--- src/rtl/adc_pd_pkg.sv ---
// Package: shared types of the serial-frame power-mode controller.
// Assumes: nothing; pure type definitions.
package adc_pd_pkg;

    // Power states: running, shut down, wake frame still in its guard
    // window, and wake committed but waiting for the wake timer.
    typedef enum logic [1:0] {
        PS_ON     = 2'd0,
        PS_DOWN   = 2'd1,
        PS_GUARD  = 2'd2,
        PS_WAKING = 2'd3
    } pwr_state_t;

endpackage

--- src/rtl/adc_pd_sync.sv ---
// Module: multi-bit level synchronizer with edge detection.
// Does: passes N asynchronous inputs through STAGES flops, then flags
//       rising and falling edges of the synchronized level for one cycle.
// Assumes: each input stays stable for longer than STAGES+1 clk cycles.
module adc_pd_sync #(
    parameter int              N       = 2,
    parameter int              STAGES  = 2,
    parameter logic [N-1:0]    RST_VAL = '1
) (
    input  logic         clk,
    input  logic         rst_n,
    input  logic [N-1:0] din,
    output logic [N-1:0] level,
    output logic [N-1:0] rise,
    output logic [N-1:0] fall
);

    logic [N-1:0] pipe [STAGES];
    logic [N-1:0] prev_q;

    for (genvar s = 0; s < STAGES; s++) begin : g_stage
        if (s == 0) begin : g_first
            // First flop: capture the raw inputs.
            always_ff @(posedge clk) begin
                if (!rst_n) pipe[s] <= RST_VAL;
                else        pipe[s] <= din;
            end
        end else begin : g_next
            // Later flops: move the sample down the chain.
            always_ff @(posedge clk) begin
                if (!rst_n) pipe[s] <= RST_VAL;
                else        pipe[s] <= pipe[s-1];
            end
        end
    end

    // Keep last cycle's synchronized level for edge detection.
    always_ff @(posedge clk) begin
        if (!rst_n) prev_q <= RST_VAL;
        else        prev_q <= pipe[STAGES-1];
    end

    assign level = pipe[STAGES-1];
    assign rise  = pipe[STAGES-1] & ~prev_q;
    assign fall  = ~pipe[STAGES-1] & prev_q;

endmodule

--- src/rtl/adc_pd_frame_cnt.sv ---
// Module: counter of serial clock falls inside one frame.
// Does: clears at frame start and counts clock falls while the frame is
//       open, saturating at MAX_CNT.
// Assumes: frame_start and clk_fall never arrive in the same cycle.
module adc_pd_frame_cnt #(
    parameter  int MAX_CNT = 16,
    localparam int CW      = $clog2(MAX_CNT + 1)
) (
    input  logic          clk,
    input  logic          rst_n,
    input  logic          frame_start,
    input  logic          frame_open,
    input  logic          clk_fall,
    output logic [CW-1:0] count,
    output logic          full
);

    localparam logic [CW-1:0] LIMIT = CW'(MAX_CNT);

    // Count falls of the serial clock, holding at the limit.
    always_ff @(posedge clk) begin
        if (!rst_n)                                   count <= '0;
        else if (frame_start)                         count <= '0;
        else if (frame_open && clk_fall && !full)     count <= count + 1'b1;
    end

    assign full = (count == LIMIT);

    assert_cnt_bound_R10: assert property (@(posedge clk) disable iff (!rst_n)
        count <= LIMIT);

    assert_cnt_hold_R10: assert property (@(posedge clk) disable iff (!rst_n)
        (full && !frame_start) |=> full);

endmodule

--- src/rtl/adc_pd_shifter.sv ---
// Module: output shift register for the serial data word.
// Does: loads {LEAD_ZEROS zero bits, result} at frame start and moves it
//       one place towards the MSB on every serial clock fall; zeros fill in.
// Assumes: load and shift never arrive in the same cycle.
module adc_pd_shifter #(
    parameter  int DATA_W     = 14,
    parameter  int LEAD_ZEROS = 2,
    localparam int WORD_W     = DATA_W + LEAD_ZEROS
) (
    input  logic              clk,
    input  logic              rst_n,
    input  logic              load,
    input  logic              shift,
    input  logic [DATA_W-1:0] din,
    output logic              sdo_bit
);

    logic [WORD_W-1:0] sreg;

    // Load the new word or advance the current one.
    always_ff @(posedge clk) begin
        if (!rst_n)     sreg <= '0;
        else if (load)  sreg <= {{LEAD_ZEROS{1'b0}}, din};
        else if (shift) sreg <= {sreg[WORD_W-2:0], 1'b0};
    end

    assign sdo_bit = sreg[WORD_W-1];

    if (LEAD_ZEROS > 0) begin : g_lead_chk
        assert_lead_zero_R3: assert property (@(posedge clk) disable iff (!rst_n)
            $past(load) |-> (sdo_bit == 1'b0));
    end

endmodule

--- src/rtl/adc_pd_power_fsm.sv ---
// Module: power-state machine with wake timer.
// Does: picks the next power state from the frame count at frame end,
//       using one window for shutting down and another for waking; counts
//       serial clock falls during a wake and completes it at WAKE_CLKS.
// Assumes: frame_count is the count of the frame that is ending when
//          cs_rise is high.
module adc_pd_power_fsm
    import adc_pd_pkg::*;
#(
    parameter  int PD_LO     = 2,
    parameter  int PD_HI     = 10,
    parameter  int WAKE_MIN  = 10,
    parameter  int WAKE_CLKS = 16,
    parameter  int CW        = 5,
    localparam int WTW       = $clog2(WAKE_CLKS + 1)
) (
    input  logic          clk,
    input  logic          rst_n,
    input  logic          cs_fall,
    input  logic          cs_rise,
    input  logic          clk_fall,
    input  logic [CW-1:0] frame_count,
    output pwr_state_t    state
);

    localparam logic [WTW-1:0] WAKE_FULL = WTW'(WAKE_CLKS);

    pwr_state_t     state_nxt;
    logic [WTW-1:0] wake_cnt;
    logic           wake_done;
    logic           in_pd_window;
    logic           wake_held;

    assign wake_done    = (wake_cnt == WAKE_FULL);
    assign in_pd_window = (int'(frame_count) >= PD_LO) && (int'(frame_count) < PD_HI);
    assign wake_held    = (int'(frame_count) >= WAKE_MIN);

    // Wake timer: counts serial clock falls from the start of a wake.
    always_ff @(posedge clk) begin
        if (!rst_n)                             wake_cnt <= '0;
        else if (state == PS_DOWN)              wake_cnt <= '0;
        else if (state == PS_ON)                wake_cnt <= '0;
        else if (clk_fall && !wake_done)        wake_cnt <= wake_cnt + 1'b1;
    end

    // Next-state decision from frame edges, frame count and wake timer.
    always_comb begin
        state_nxt = state;
        unique case (state)
            PS_ON: begin
                if (cs_rise && in_pd_window) state_nxt = PS_DOWN;
            end
            PS_DOWN: begin
                if (cs_fall) state_nxt = PS_GUARD;
            end
            PS_GUARD: begin
                if (cs_rise) begin
                    if (!wake_held)     state_nxt = PS_DOWN;
                    else if (wake_done) state_nxt = PS_ON;
                    else                state_nxt = PS_WAKING;
                end
            end
            PS_WAKING: begin
                if (wake_done) state_nxt = PS_ON;
            end
            default: state_nxt = PS_ON;
        endcase
    end

    // State register; reset leaves the part running.
    always_ff @(posedge clk) begin
        if (!rst_n) state <= PS_ON;
        else        state <= state_nxt;
    end

    assert_no_direct_wake_R7: assert property (@(posedge clk) disable iff (!rst_n)
        (state == PS_DOWN) |=> (state == PS_DOWN || state == PS_GUARD));

    assert_guard_min_R7: assert property (@(posedge clk) disable iff (!rst_n)
        ($past(state) == PS_GUARD && state != PS_GUARD && state != PS_DOWN)
            |-> (int'($past(frame_count)) >= WAKE_MIN));

    assert_wake_time_R8: assert property (@(posedge clk) disable iff (!rst_n)
        $rose(state == PS_ON) |-> ($past(wake_cnt) == WAKE_FULL));

    assert_pd_window_R5: assert property (@(posedge clk) disable iff (!rst_n)
        ($past(state) == PS_ON && state == PS_DOWN)
            |-> ($past(cs_rise) && int'($past(frame_count)) >= PD_LO
                 && int'($past(frame_count)) < PD_HI));

    assert_commit_kept_R11: assert property (@(posedge clk) disable iff (!rst_n)
        (state == PS_WAKING) |=> (state == PS_WAKING || state == PS_ON));

endmodule

--- src/rtl/adc_pd_ctrl.sv ---
// Module: top of the serial-frame power-mode controller.
// Does: synchronizes frame select and serial clock, counts clock falls
//       per frame, shifts out the result, runs the power-state machine
//       and flags whether the last completed frame carried valid data.
// Assumes: cs_n and sclk each hold for more than SYNC_STAGES+1 clk cycles;
//          result is stable around the frame select falling edge.
module adc_pd_ctrl
    import adc_pd_pkg::*;
#(
    parameter  int DATA_W      = 14,
    parameter  int LEAD_ZEROS  = 2,
    parameter  int SYNC_STAGES = 2,
    parameter  int PD_LO       = 2,
    parameter  int PD_HI       = 10,
    parameter  int WAKE_MIN    = 10,
    parameter  int WAKE_CLKS   = 16,
    localparam int FRAME_CLKS  = DATA_W + LEAD_ZEROS,
    localparam int CW          = $clog2(FRAME_CLKS + 1)
) (
    input  logic              clk,
    input  logic              rst_n,
    input  logic              cs_n,
    input  logic              sclk,
    input  logic [DATA_W-1:0] result,
    output logic              sdo,
    output logic              sdo_oe,
    output logic              powered,
    output logic              power_down,
    output logic              data_valid
);

    logic [1:0]    s_level, s_rise, s_fall;
    logic          cs_high, cs_fall, cs_rise, clk_fall;
    logic [CW-1:0] frame_count;
    logic          frame_full;
    logic          started_on;
    pwr_state_t    state;

    // Bit 1 carries the frame select, bit 0 the serial clock; both idle high.
    adc_pd_sync #(.N(2), .STAGES(SYNC_STAGES), .RST_VAL(2'b11)) u_sync (
        .clk   (clk),
        .rst_n (rst_n),
        .din   ({cs_n, sclk}),
        .level (s_level),
        .rise  (s_rise),
        .fall  (s_fall)
    );

    assign cs_high  = s_level[1];
    assign cs_fall  = s_fall[1];
    assign cs_rise  = s_rise[1];
    assign clk_fall = s_fall[0];

    adc_pd_frame_cnt #(.MAX_CNT(FRAME_CLKS)) u_cnt (
        .clk         (clk),
        .rst_n       (rst_n),
        .frame_start (cs_fall),
        .frame_open  (!cs_high),
        .clk_fall    (clk_fall),
        .count       (frame_count),
        .full        (frame_full)
    );

    adc_pd_shifter #(.DATA_W(DATA_W), .LEAD_ZEROS(LEAD_ZEROS)) u_shift (
        .clk     (clk),
        .rst_n   (rst_n),
        .load    (cs_fall),
        .shift   (clk_fall && !cs_high),
        .din     (result),
        .sdo_bit (sdo)
    );

    adc_pd_power_fsm #(
        .PD_LO     (PD_LO),
        .PD_HI     (PD_HI),
        .WAKE_MIN  (WAKE_MIN),
        .WAKE_CLKS (WAKE_CLKS),
        .CW        (CW)
    ) u_fsm (
        .clk         (clk),
        .rst_n       (rst_n),
        .cs_fall     (cs_fall),
        .cs_rise     (cs_rise),
        .clk_fall    (clk_fall),
        .frame_count (frame_count),
        .state       (state)
    );

    // Remember whether the open frame began with the part fully powered.
    always_ff @(posedge clk) begin
        if (!rst_n)       started_on <= 1'b0;
        else if (cs_fall) started_on <= (state == PS_ON);
    end

    // Data flag: cleared at frame start, set at a complete powered frame end.
    always_ff @(posedge clk) begin
        if (!rst_n)       data_valid <= 1'b0;
        else if (cs_fall) data_valid <= 1'b0;
        else if (cs_rise) data_valid <= started_on && frame_full;
    end

    assign sdo_oe     = !cs_high;
    assign powered    = (state == PS_ON);
    assign power_down = (state == PS_DOWN);

    assert_valid_rise_R6: assert property (@(posedge clk) disable iff (!rst_n)
        $rose(data_valid) |-> ($past(cs_rise) && $past(frame_full)));

    assert_valid_clear_R9: assert property (@(posedge clk) disable iff (!rst_n)
        cs_fall |=> !data_valid);

endmodule

--- config.mk ---
export PLATFORM = sky130hd
export DESIGN_NAME = adc_pd_ctrl
export DESIGN_NICKNAME = d
export VERILOG_FILES = /design/src/rtl/adc_pd_pkg.sv /design/src/rtl/adc_pd_sync.sv /design/src/rtl/adc_pd_frame_cnt.sv /design/src/rtl/adc_pd_shifter.sv /design/src/rtl/adc_pd_power_fsm.sv /design/src/rtl/adc_pd_ctrl.sv
export SDC_FILE = /design/constraint.sdc
export NUM_CORES = 1
export LEC_CHECK = 0
export BUFFER_PORTS_ARGS = -buffer_cell sky130_fd_sc_hd__buf_2
export CAP_MARGIN = 20
export CELL_PAD_IN_SITES_DETAIL_PLACEMENT = 1
export CELL_PAD_IN_SITES_GLOBAL_PLACEMENT = 2
export CORE_MARGIN = 1.5
export CORE_UTILIZATION = 35
export DETAILED_ROUTE_END_ITERATION = 7
export PLACE_DENSITY = 0.78
export SLEW_MARGIN = 20
export SYNTH_ARGS = -nofsm -noshare
export SYNTH_HDL_FRONTEND = slang
export SYNTH_SLANG_ARGS = --single-unit
--- constraint.sdc ---
create_clock -name clk -period 1.9 [get_ports clk]
set_input_delay 0.19 -clock clk [delete_from_list [all_inputs] [get_ports clk]]
set_output_delay 0.19 -clock clk [all_outputs]
set_load 0.1 [all_outputs]
### Word-level counts from Yosys, hierarchy flattened

Memory sizes are Yosys's and may differ from the RTL's.
Index checks and enable logic that the tools add are counted.

| operators by class | value |
|---|---|
| reductions and logical operators | 14 |
| magnitude comparators | 3 |
| add/sub/neg operators | 2 |
| bitwise gates (word level) | 7 |
| eq/ne operators | 9 |
| muxes and demuxes | 13 |

Operators by type and width:

| kind | count |
|---|---|
| two-way mux 14 bit | 2 |
| two-way mux 2 bit | 8 |
| adder 5 x 1 -> 5 bit, second input constant | 2 |
| equality test 5 bit, second input constant | 2 |
| case mux 2 bit (4 select lines) | 1 |
| logical AND 1 bit | 6 |
| != test 2 x 1 -> 1 bit, second input constant | 3 |
| greater-or-equal comparator 5 x 2 -> 1 bit, second input constant | 1 |
| greater-or-equal comparator 5 x 4 -> 1 bit, second input constant | 1 |
| less-than comparator 5 x 4 -> 1 bit, second input constant | 1 |
| AND 2 bit | 2 |
| equality test 2 bit, second input constant | 2 |
| inverter 2 bit | 2 |
| AND reduction 4 bit | 1 |
| logical NOT 1 bit | 3 |
| OR reduction 3 bit | 1 |
| equality test 2 x 1 -> 1 bit, second input constant | 1 |
| logical NOT 2 bit | 1 |
| two-way mux 1 bit | 2 |
| != test 2 bit, second input constant | 1 |
| OR 1 bit | 2 |
| nonzero test 2 bit | 1 |
| OR reduction 2 bit | 1 |
| inverter 1 bit | 1 |

| storage, ports and cells | value |
|---|---|
| memories kept | 1 |
| output and inout bits | 5 |
| RAM bits | 4 |
| register bits | 32 |
| word-level logic and storage cells | 57 |

Memory list:

| name | depth | width | read ports | clocked after memory_dff | wr ports | RTL line | RTL |
|---|---|---|---|---|---|---|---|
| u_sync.pipe | 2 | 2 | 2 | 0 | 2 | adc_pd_sync.sv:18 | `logic [N-1:0] pipe [STAGES];` |

### Depth between registers and ports, before layout

Gate-level depths: netlist of run 1.
An unclocked memory read counts as a cell.

| depth | value |
|---|---|
| word-level depth | 6 |
| mapped depth | 6 |
| depth with buffers taken out | 6 |

### By module

From an unflattened synthesis of run 1, not the netlist that was laid out.

| unflattened totals | value |
|---|---|
| cell total of the unflattened synthesis | 179 |
| area, all modules | 1752.9 sq um |

By module, submodules not included:

| module | cells an instance | area an instance (sq um) | times used | seq. area each (sq um) |
|---|---|---|---|---|
| adc_pd_shifter | 69 | 774.5 | 1 | 320.3 |
| adc_pd_power_fsm | 51 | 416.6 | 1 | 140.1 |
| adc_pd_frame_cnt | 30 | 270.3 | 1 | 100.1 |
| adc_pd_sync | 16 | 182.7 | 1 | 120.1 |
| adc_pd_ctrl | 13 | 108.9 | 1 | 40.0 |

### Worst setup path after synthesis of run 1

OpenSTA, ideal clock, no wires.

| timing path | value |
|---|---|
| path type | register to register |
| from | register u_fsm.state[0] |
| to | register u_fsm.state[0] |
| clock period less this slack | 2.326 ns |
| required time | 1.770 ns |
| slack | -0.426 ns |
| buffers on the path | 1 |
| data arrival time | 2.195 ns |
| setup time | 0.130 ns |
| cell stages (with the launch flop) | 5 |
| path through | dfxtp_1 buf_2 nor2b_1 a21bo_2 a2111oi_2 |

| between the ends | value |
|---|---|
| cells in the longest elaborated chain, start to end | 3 |

RTL lines:

| item | RTL line | RTL |
|---|---|---|
| start, declared | adc_pd_power_fsm.sv:23 | `output pwr_state_t state` |
| start signal, assigned | adc_pd_power_fsm.sv:73 | `else state <= state_nxt;` |
| equality test 2 x 1 -> 1 bit * | - |  |
| net power_down | adc_pd_ctrl.sv:28 | `output logic power_down,` |
| != test 2 x 1 -> 1 bit (no line) | - |  |
| AND reduction 4 bit (no line) | - |  |

Mark *: on every way through the listed nets, which the timed path passes. The rest lies on a longest branch.
A chain may end at the register's enable or synchronous reset.

==> results_dict.tcl, run 1 <==
set metrics [dict create \
    drc_errors 0 \
    vias 1265 \
    hold_path_depth 2 \
    grtUsageTotal_pct 16.1 \
    drt-total-wl_mm 3.70 \
    hold_path.class "in2reg" \
    die_w_um 70.9 \
    power_per_cell_area_mw_per_mm2 769 \
    viasPerCell 5.38 \
    drt-initial-drc-count 60 \
    grt_pass1_wl_mm 6.27 \
    relSlewSlack_pct 54.4 \
    postLayoutCoreUtil_pct 42.4 \
    synthCells 159 \
    ys_seq_elements 36 \
    status "completed" \
    layout-drive-gt1-share_pct 24.0 \
    synth.avg_cell_area_um2 10.2 \
    ys_seq_area_share_pct 44.6 \
    slew_viol_final 0 \
    worstSkewPairLatency_ps 290 \
    hpwl_mm 2.72 \
    synthFlopType "dfxtp_1" \
    critPathTopFamily "simple AND/OR/NAND/NOR gates" \
    clock_skew_ps 4.19 \
    ys.warnings.count 0 \
    clockBufferDepth 2 \
    cts-buffers-inserted 5 \
    setup-violations-final 0 \
    final_cell_mix "36 x dfxtp_1, 22 x buf_2, 15 x nor2b_1, 15 x nor2_1" \
    ant_nets 0 \
    start_util_pct 36.8 \
    gp_congestion 0.728 \
    cts.sinks 36 \
    max-vdd-ir-drop_mv 0.414 \
    grt_max_degree 17 \
    diodes 0 \
    syn_area_mm2 0.00162 \
    reg2regPathDepth 4 \
    path_cells "nor3b_2 > nor2b_1 > a222oi_1 > nor2b_1" \
    crit_arrival_ps 1960 \
    netlist_top_cells_area "dfxtp_1 45%, nor2b_1 6.2%, a222oi_1 5.6%" \
    post_cts_buffers 0 \
    fp.coreArea_mm2 0.00438 \
    cpMostUsedCell "nor2b_1" \
    rows 24 \
    syn_to_final_growth_pct 14.9 \
    fmax_ghz 0.576 \
    fillers 491 \
    critical_path_depth 4 \
    yosys.area.top_type "dfxtp_1" \
    syn-num-nets 182 \
    fin_tns_setup_ps 0 \
    crit_slowest_cell "nor2b_1" \
    first_pass_iters 5 \
    required_ps 2130 \
    max_cap_violations 0 \
    fp.dieH_um 70.9 \
    grt_pass1_vias 1311 \
    min_period_over_period_pct 91.3 \
    p_leak_nw 0.740 \
    worst-path-max-fanout 9 \
    synth-async-reset-ratio_pct 0 \
    rsz0062_at_grt "false" \
    cts_resized 0 \
    num_io_pins 23 \
    layout_commonest_cell "dfxtp_1" \
    max_stage_delay_ps 620 \
    cts.htree.levels 2 \
    cts_root_buf "clkbuf_8" \
    critPathBufInv 0 \
    wl_per_cell_um 15.7 \
    synth_enable_flop_cells 0 \
    nets 205 \
    die_area_mm2 0.00503 \
    cts_tree "built" \
    worstMarginPinSlew_ps 682 \
    yosysTopAreaCellShare_pct 44.6 \
    port_buffers 22 \
    final_hold_viol_count 0 \
    cts.clk_slew.worst_paths_ps 80 \
    layout_min_cycle_time_ps 1730 \
    worstSetupPathType "reg2reg" \
    power_mw 1.43 \
    ctsHoldBuffers 0 \
    start_kind "flop" \
    overflow 0 \
    antenna_found_initial 0 \
    ys_types 36 \
    crit_path_end_kind "flop" \
]
routing by layer:
| metal | up-vias | GRT usage [%] | share of wire, % |
|---|---|---|---|
| met5 | - | 0 | 0 |
| met4 | 0 | 5.66 | 1.6 |
| met3 | 7 | 4.70 | 3.5 |
| met2 | 22 | 27.6 | 51 |
| met1 | 629 | 19.3 | 44 |
| li1 | 607 | - | - |
power breakdown:
group          internal, mW  switching [mW]  total [mW]
logic                0.0442          0.0499      0.0941
clock network         0.259           0.290       0.549
registers             0.772          0.0115       0.784
total                  1.08           0.352        1.43
cell type report:
cell class | count | area [um2] | area share, %
Clock buffer | 5 | 68.8 | 3.71
Clock inverter | 3 | 23.8 | 1.28
Inverter | 5 | 18.8 | 1.01
Multi-Input combinational cell | 110 | 835 | 44.9
Sequential cell | 36 | 721 | 38.8
Tap cell | 52 | 65.1 | 3.50
Timing Repair Buffer | 24 | 125 | 6.74
cell families after synthesis:
group / count (synthesis) / share of synthesized area (%)
and+or+nand+nor: 64 / 23.8
DFF: 36 / 44.6
AOI/OAI and AO/OA: 24 / 13.9
buffers and inverters: 13 / 4.03
xor gates and xnor gates: 9 / 4.88
muxes: 8 / 4.96
adders and majority gates: 5 / 3.87
sequential cells by signal, summed over array words and instances, names as in the netlist:
signal / cells
u_shift.sreg: 16
u_cnt.count: 5
u_fsm.wake_cnt: 5
u_sync.pipe: 4
u_fsm.state: 2
u_sync.prev_q: 2
data_valid: 1
started_on: 1
cells in the mapped netlist, drive strengths merged, types with 3 or more instances:
library cell / number
inv: 5
a21oi: 3
mux2i: 8
ha: 5
buf: 6
nand2b: 7
o211a: 4
nor2: 16
xor2: 4
dfxtp: 36
nor2b: 18
nand4: 4
a222oi: 9
nand2: 9
xnor2: 5
stage by stage:
| step | instance area [um2] | hold slack (ps) | setup slack [ps] | cells |
|---|---|---|---|---|
| finish | 1860 | 81.3 | 165 | 235 |
| global route | 1860 | 74.3 | 29.0 | 235 |
| CTS | 1860 | 74.8 | 143 | 235 |
| detailed placement | 1760 | 376 | 178 | 227 |
| global placement | 1760 | 373 | 361 | 227 |
| floorplan | 1620 | 263 | 139 | 159 |
final timing paths:
check,end,slack [ps],from
worst max-delay path,u_shift.sreg[1],170,u_sync.pipe[1][1]
worst min-delay path,u_sync.pipe[0][0],80,sclk
worst max register to register,u_shift.sreg[1],170,u_sync.pipe[1][1]
worst min register to register,u_sync.pipe[1][0],420,u_sync.pipe[0][0]
Power figures use the tool's default switching activity.
==> run 2: changes to the inputs <==
Settings changed: PLACE_DENSITY 0.78 to not set, PLACE_DENSITY_LB_ADDON set to 0.1.
==> results_dict.tcl, run 2 (synthesized netlist as in run 1, its figures left out) <==
set metrics [dict create \
    layout_min_cycle_time_ps 1690 \
    setup-violations-final 0 \
    first_pass_iters 4 \
    vias 1237 \
    hold_start "sclk" \
    cts.sinks 36 \
    power_per_cell_area_mw_per_mm2 824 \
    max_cap_violations 0 \
    num_io_pins 23 \
    fp.coreArea_mm2 0.00438 \
    post_cts_buffers 0 \
    cts_root_buf "clkbuf_8" \
    largest_reg_flops 16 \
    path_cells "nor2b_2 > buf_2" \
    drt-total-wl_mm 3.49 \
    fp.dieH_um 70.9 \
    ant_nets 0 \
    fillers 521 \
    cts.clk_slew.worst_paths_ps 70 \
    overflow 0 \
    viasPerCell 5.26 \
    netSwitchingPower_mw 0.343 \
    power.sequential.fraction_pct 50.7 \
    fin_tns_setup_ps 0 \
    antenna_found_initial 0 \
    final_cell_mix "36 x dfxtp_1, 22 x buf_2, 15 x nor2_1, 14 x nor2b_1" \
    fin_area_mm2 0.00188 \
    pwr-share-comb_pct 5.9 \
    slew_viol_final 0 \
    hold_path_depth 2 \
    fmax_ghz 0.593 \
    p_leak_nw 0.753 \
    worstMarginPinSlew_ps 544 \
    max_stage_delay_ps 510 \
    internal-power_mw 1.20 \
    clockPowerShare_pct 43.4 \
    cts_resized 0 \
    regMostFlops "u_shift.sreg" \
    hpwl_mm 2.54 \
    port_buffers 22 \
    clock_skew_ps 8.45 \
    crit_path_end_kind "primary output" \
    rsz0062_at_grt "false" \
    start_util_pct 36.8 \
    timing.rr.end "u_shift.sreg[1]" \
    layout-drive-gt1-share_pct 24.6 \
    drc_errors 0 \
    reg.largest.list "u_shift.sreg: 16 flops, u_cnt.count: 5 flops, u_fsm.wake_cnt: 5 flops" \
    reg2regPathDepth 4 \
    dpl-instance-area_mm2 0.00176 \
    layout_commonest_cell "dfxtp_1" \
    critPathTopFamily "flip-flops" \
    grt_pass1_wl_mm 6.11 \
    postLayoutCoreUtil_pct 42.8 \
    status "completed" \
    worstSetupPathType "reg2out" \
    swShare_pct 22.2 \
    r2r_setup_slack_ps 350 \
    grtUsageTotal_pct 15.4 \
    ctsHoldBuffers 0 \
    start_kind "flop" \
    cts_tree "built" \
    worstSkewPairLatency_ps 290 \
    cts-buffers-inserted 5 \
    required_ps 1710 \
    die_w_um 70.9 \
    relSlewSlack_pct 63.6 \
    drt-initial-drc-count 67 \
    grt_pass1_vias 1324 \
    min_period_over_period_pct 88.7 \
    gp_congestion 0.744 \
    diodes 0 \
    critPathBufInv 1 \
    wl_per_cell_um 14.8 \
    max-vdd-ir-drop_mv 0.479 \
    worst-path-max-fanout 8 \
    die_area_mm2 0.00503 \
    clockBufferDepth 2 \
    hold_path.class "in2reg" \
    crit_arrival_ps 1500 \
    grt_max_degree 18 \
    min_to "u_sync.pipe[0][0]" \
    r2r_start "u_sync.pipe[1][1]" \
    nets 205 \
    syn_to_final_growth_pct 16.3 \
    final_hold_viol_count 0 \
    rows 24 \
    crit_slowest_cell "dfxtp_1" \
    cts.htree.levels 2 \
]
==> run 2: cell types whose count changed in the layout (fill, tap and decap cells not counted) <==
cell and delta:
bufinv_16 +1, clkinv_2 +1, clkinv_4 -1, clkinvlp_4 -1, nor2b_1 -1, nor2b_2 +1
==> run 2: power groups by stage <==
stage	clock network [mW]	logic, mW	registers [mW]
final	0.672	0.0917	0.784
after global routing	0.728	0.103	0.786
after CTS	0.697	0.0932	0.784
after detailed placement	0	0.0929	0.801
after global placement	0	0.0893	0.800
after floorplan	0	0.0620	0.797
==> run 2: stage by stage <==
stage | instances | setup WS (ps) | hold slack [ps] | power [mW]
final | 235 | 215 | 92.3 | 1.55
after global routing | 235 | 116 | 91.1 | 1.62
after CTS | 235 | 140 | 85.0 | 1.57
after detailed placement | 227 | 205 | 376 | 0.894
after global placement | 227 | 329 | 375 | 0.890
after floorplan | 159 | 139 | 263 | 0.859
==> run 2: area by class of cell <==
cell class | count | area (um2) | share of cell area [%]
multi-input cells | 110 | 837 | 44.6
well taps | 52 | 65.1 | 3.46
clock buffers | 5 | 68.8 | 3.66
repair buffers | 24 | 125 | 6.66
flip-flops and latches | 36 | 721 | 38.4
clock inverters | 3 | 42.5 | 2.27
inverters | 5 | 18.8 | 0.999
==> run 2: worst max path at each step <==
stage / from / to / slack (ps) / depth (start not counted)
2_1_floorplan: u_fsm.state[0] / u_fsm.state[0] / 140 / 4
3_3_place_gp: u_sync.pipe[1][1] / u_shift.sreg[12] / 330 / 4
3_5_place_dp: u_sync.pipe[1][1] / u_shift.sreg[1] / 200 / 4
4_1_cts: u_sync.pipe[1][1] / u_shift.sreg[1] / 140 / 4
5_1_grt: u_fsm.state[0] / power_down / 120 / 2
6_report: u_fsm.state[0] / power_down / 210 / 2
==> run 2: metal layers <==
metal | track usage, % | part of all wire, %
met4 | 5.03 | 0.80
met5 | 0 | 0
met3 | 4.70 | 3.9
met1 | 20.1 | 49
met2 | 24.4 | 46
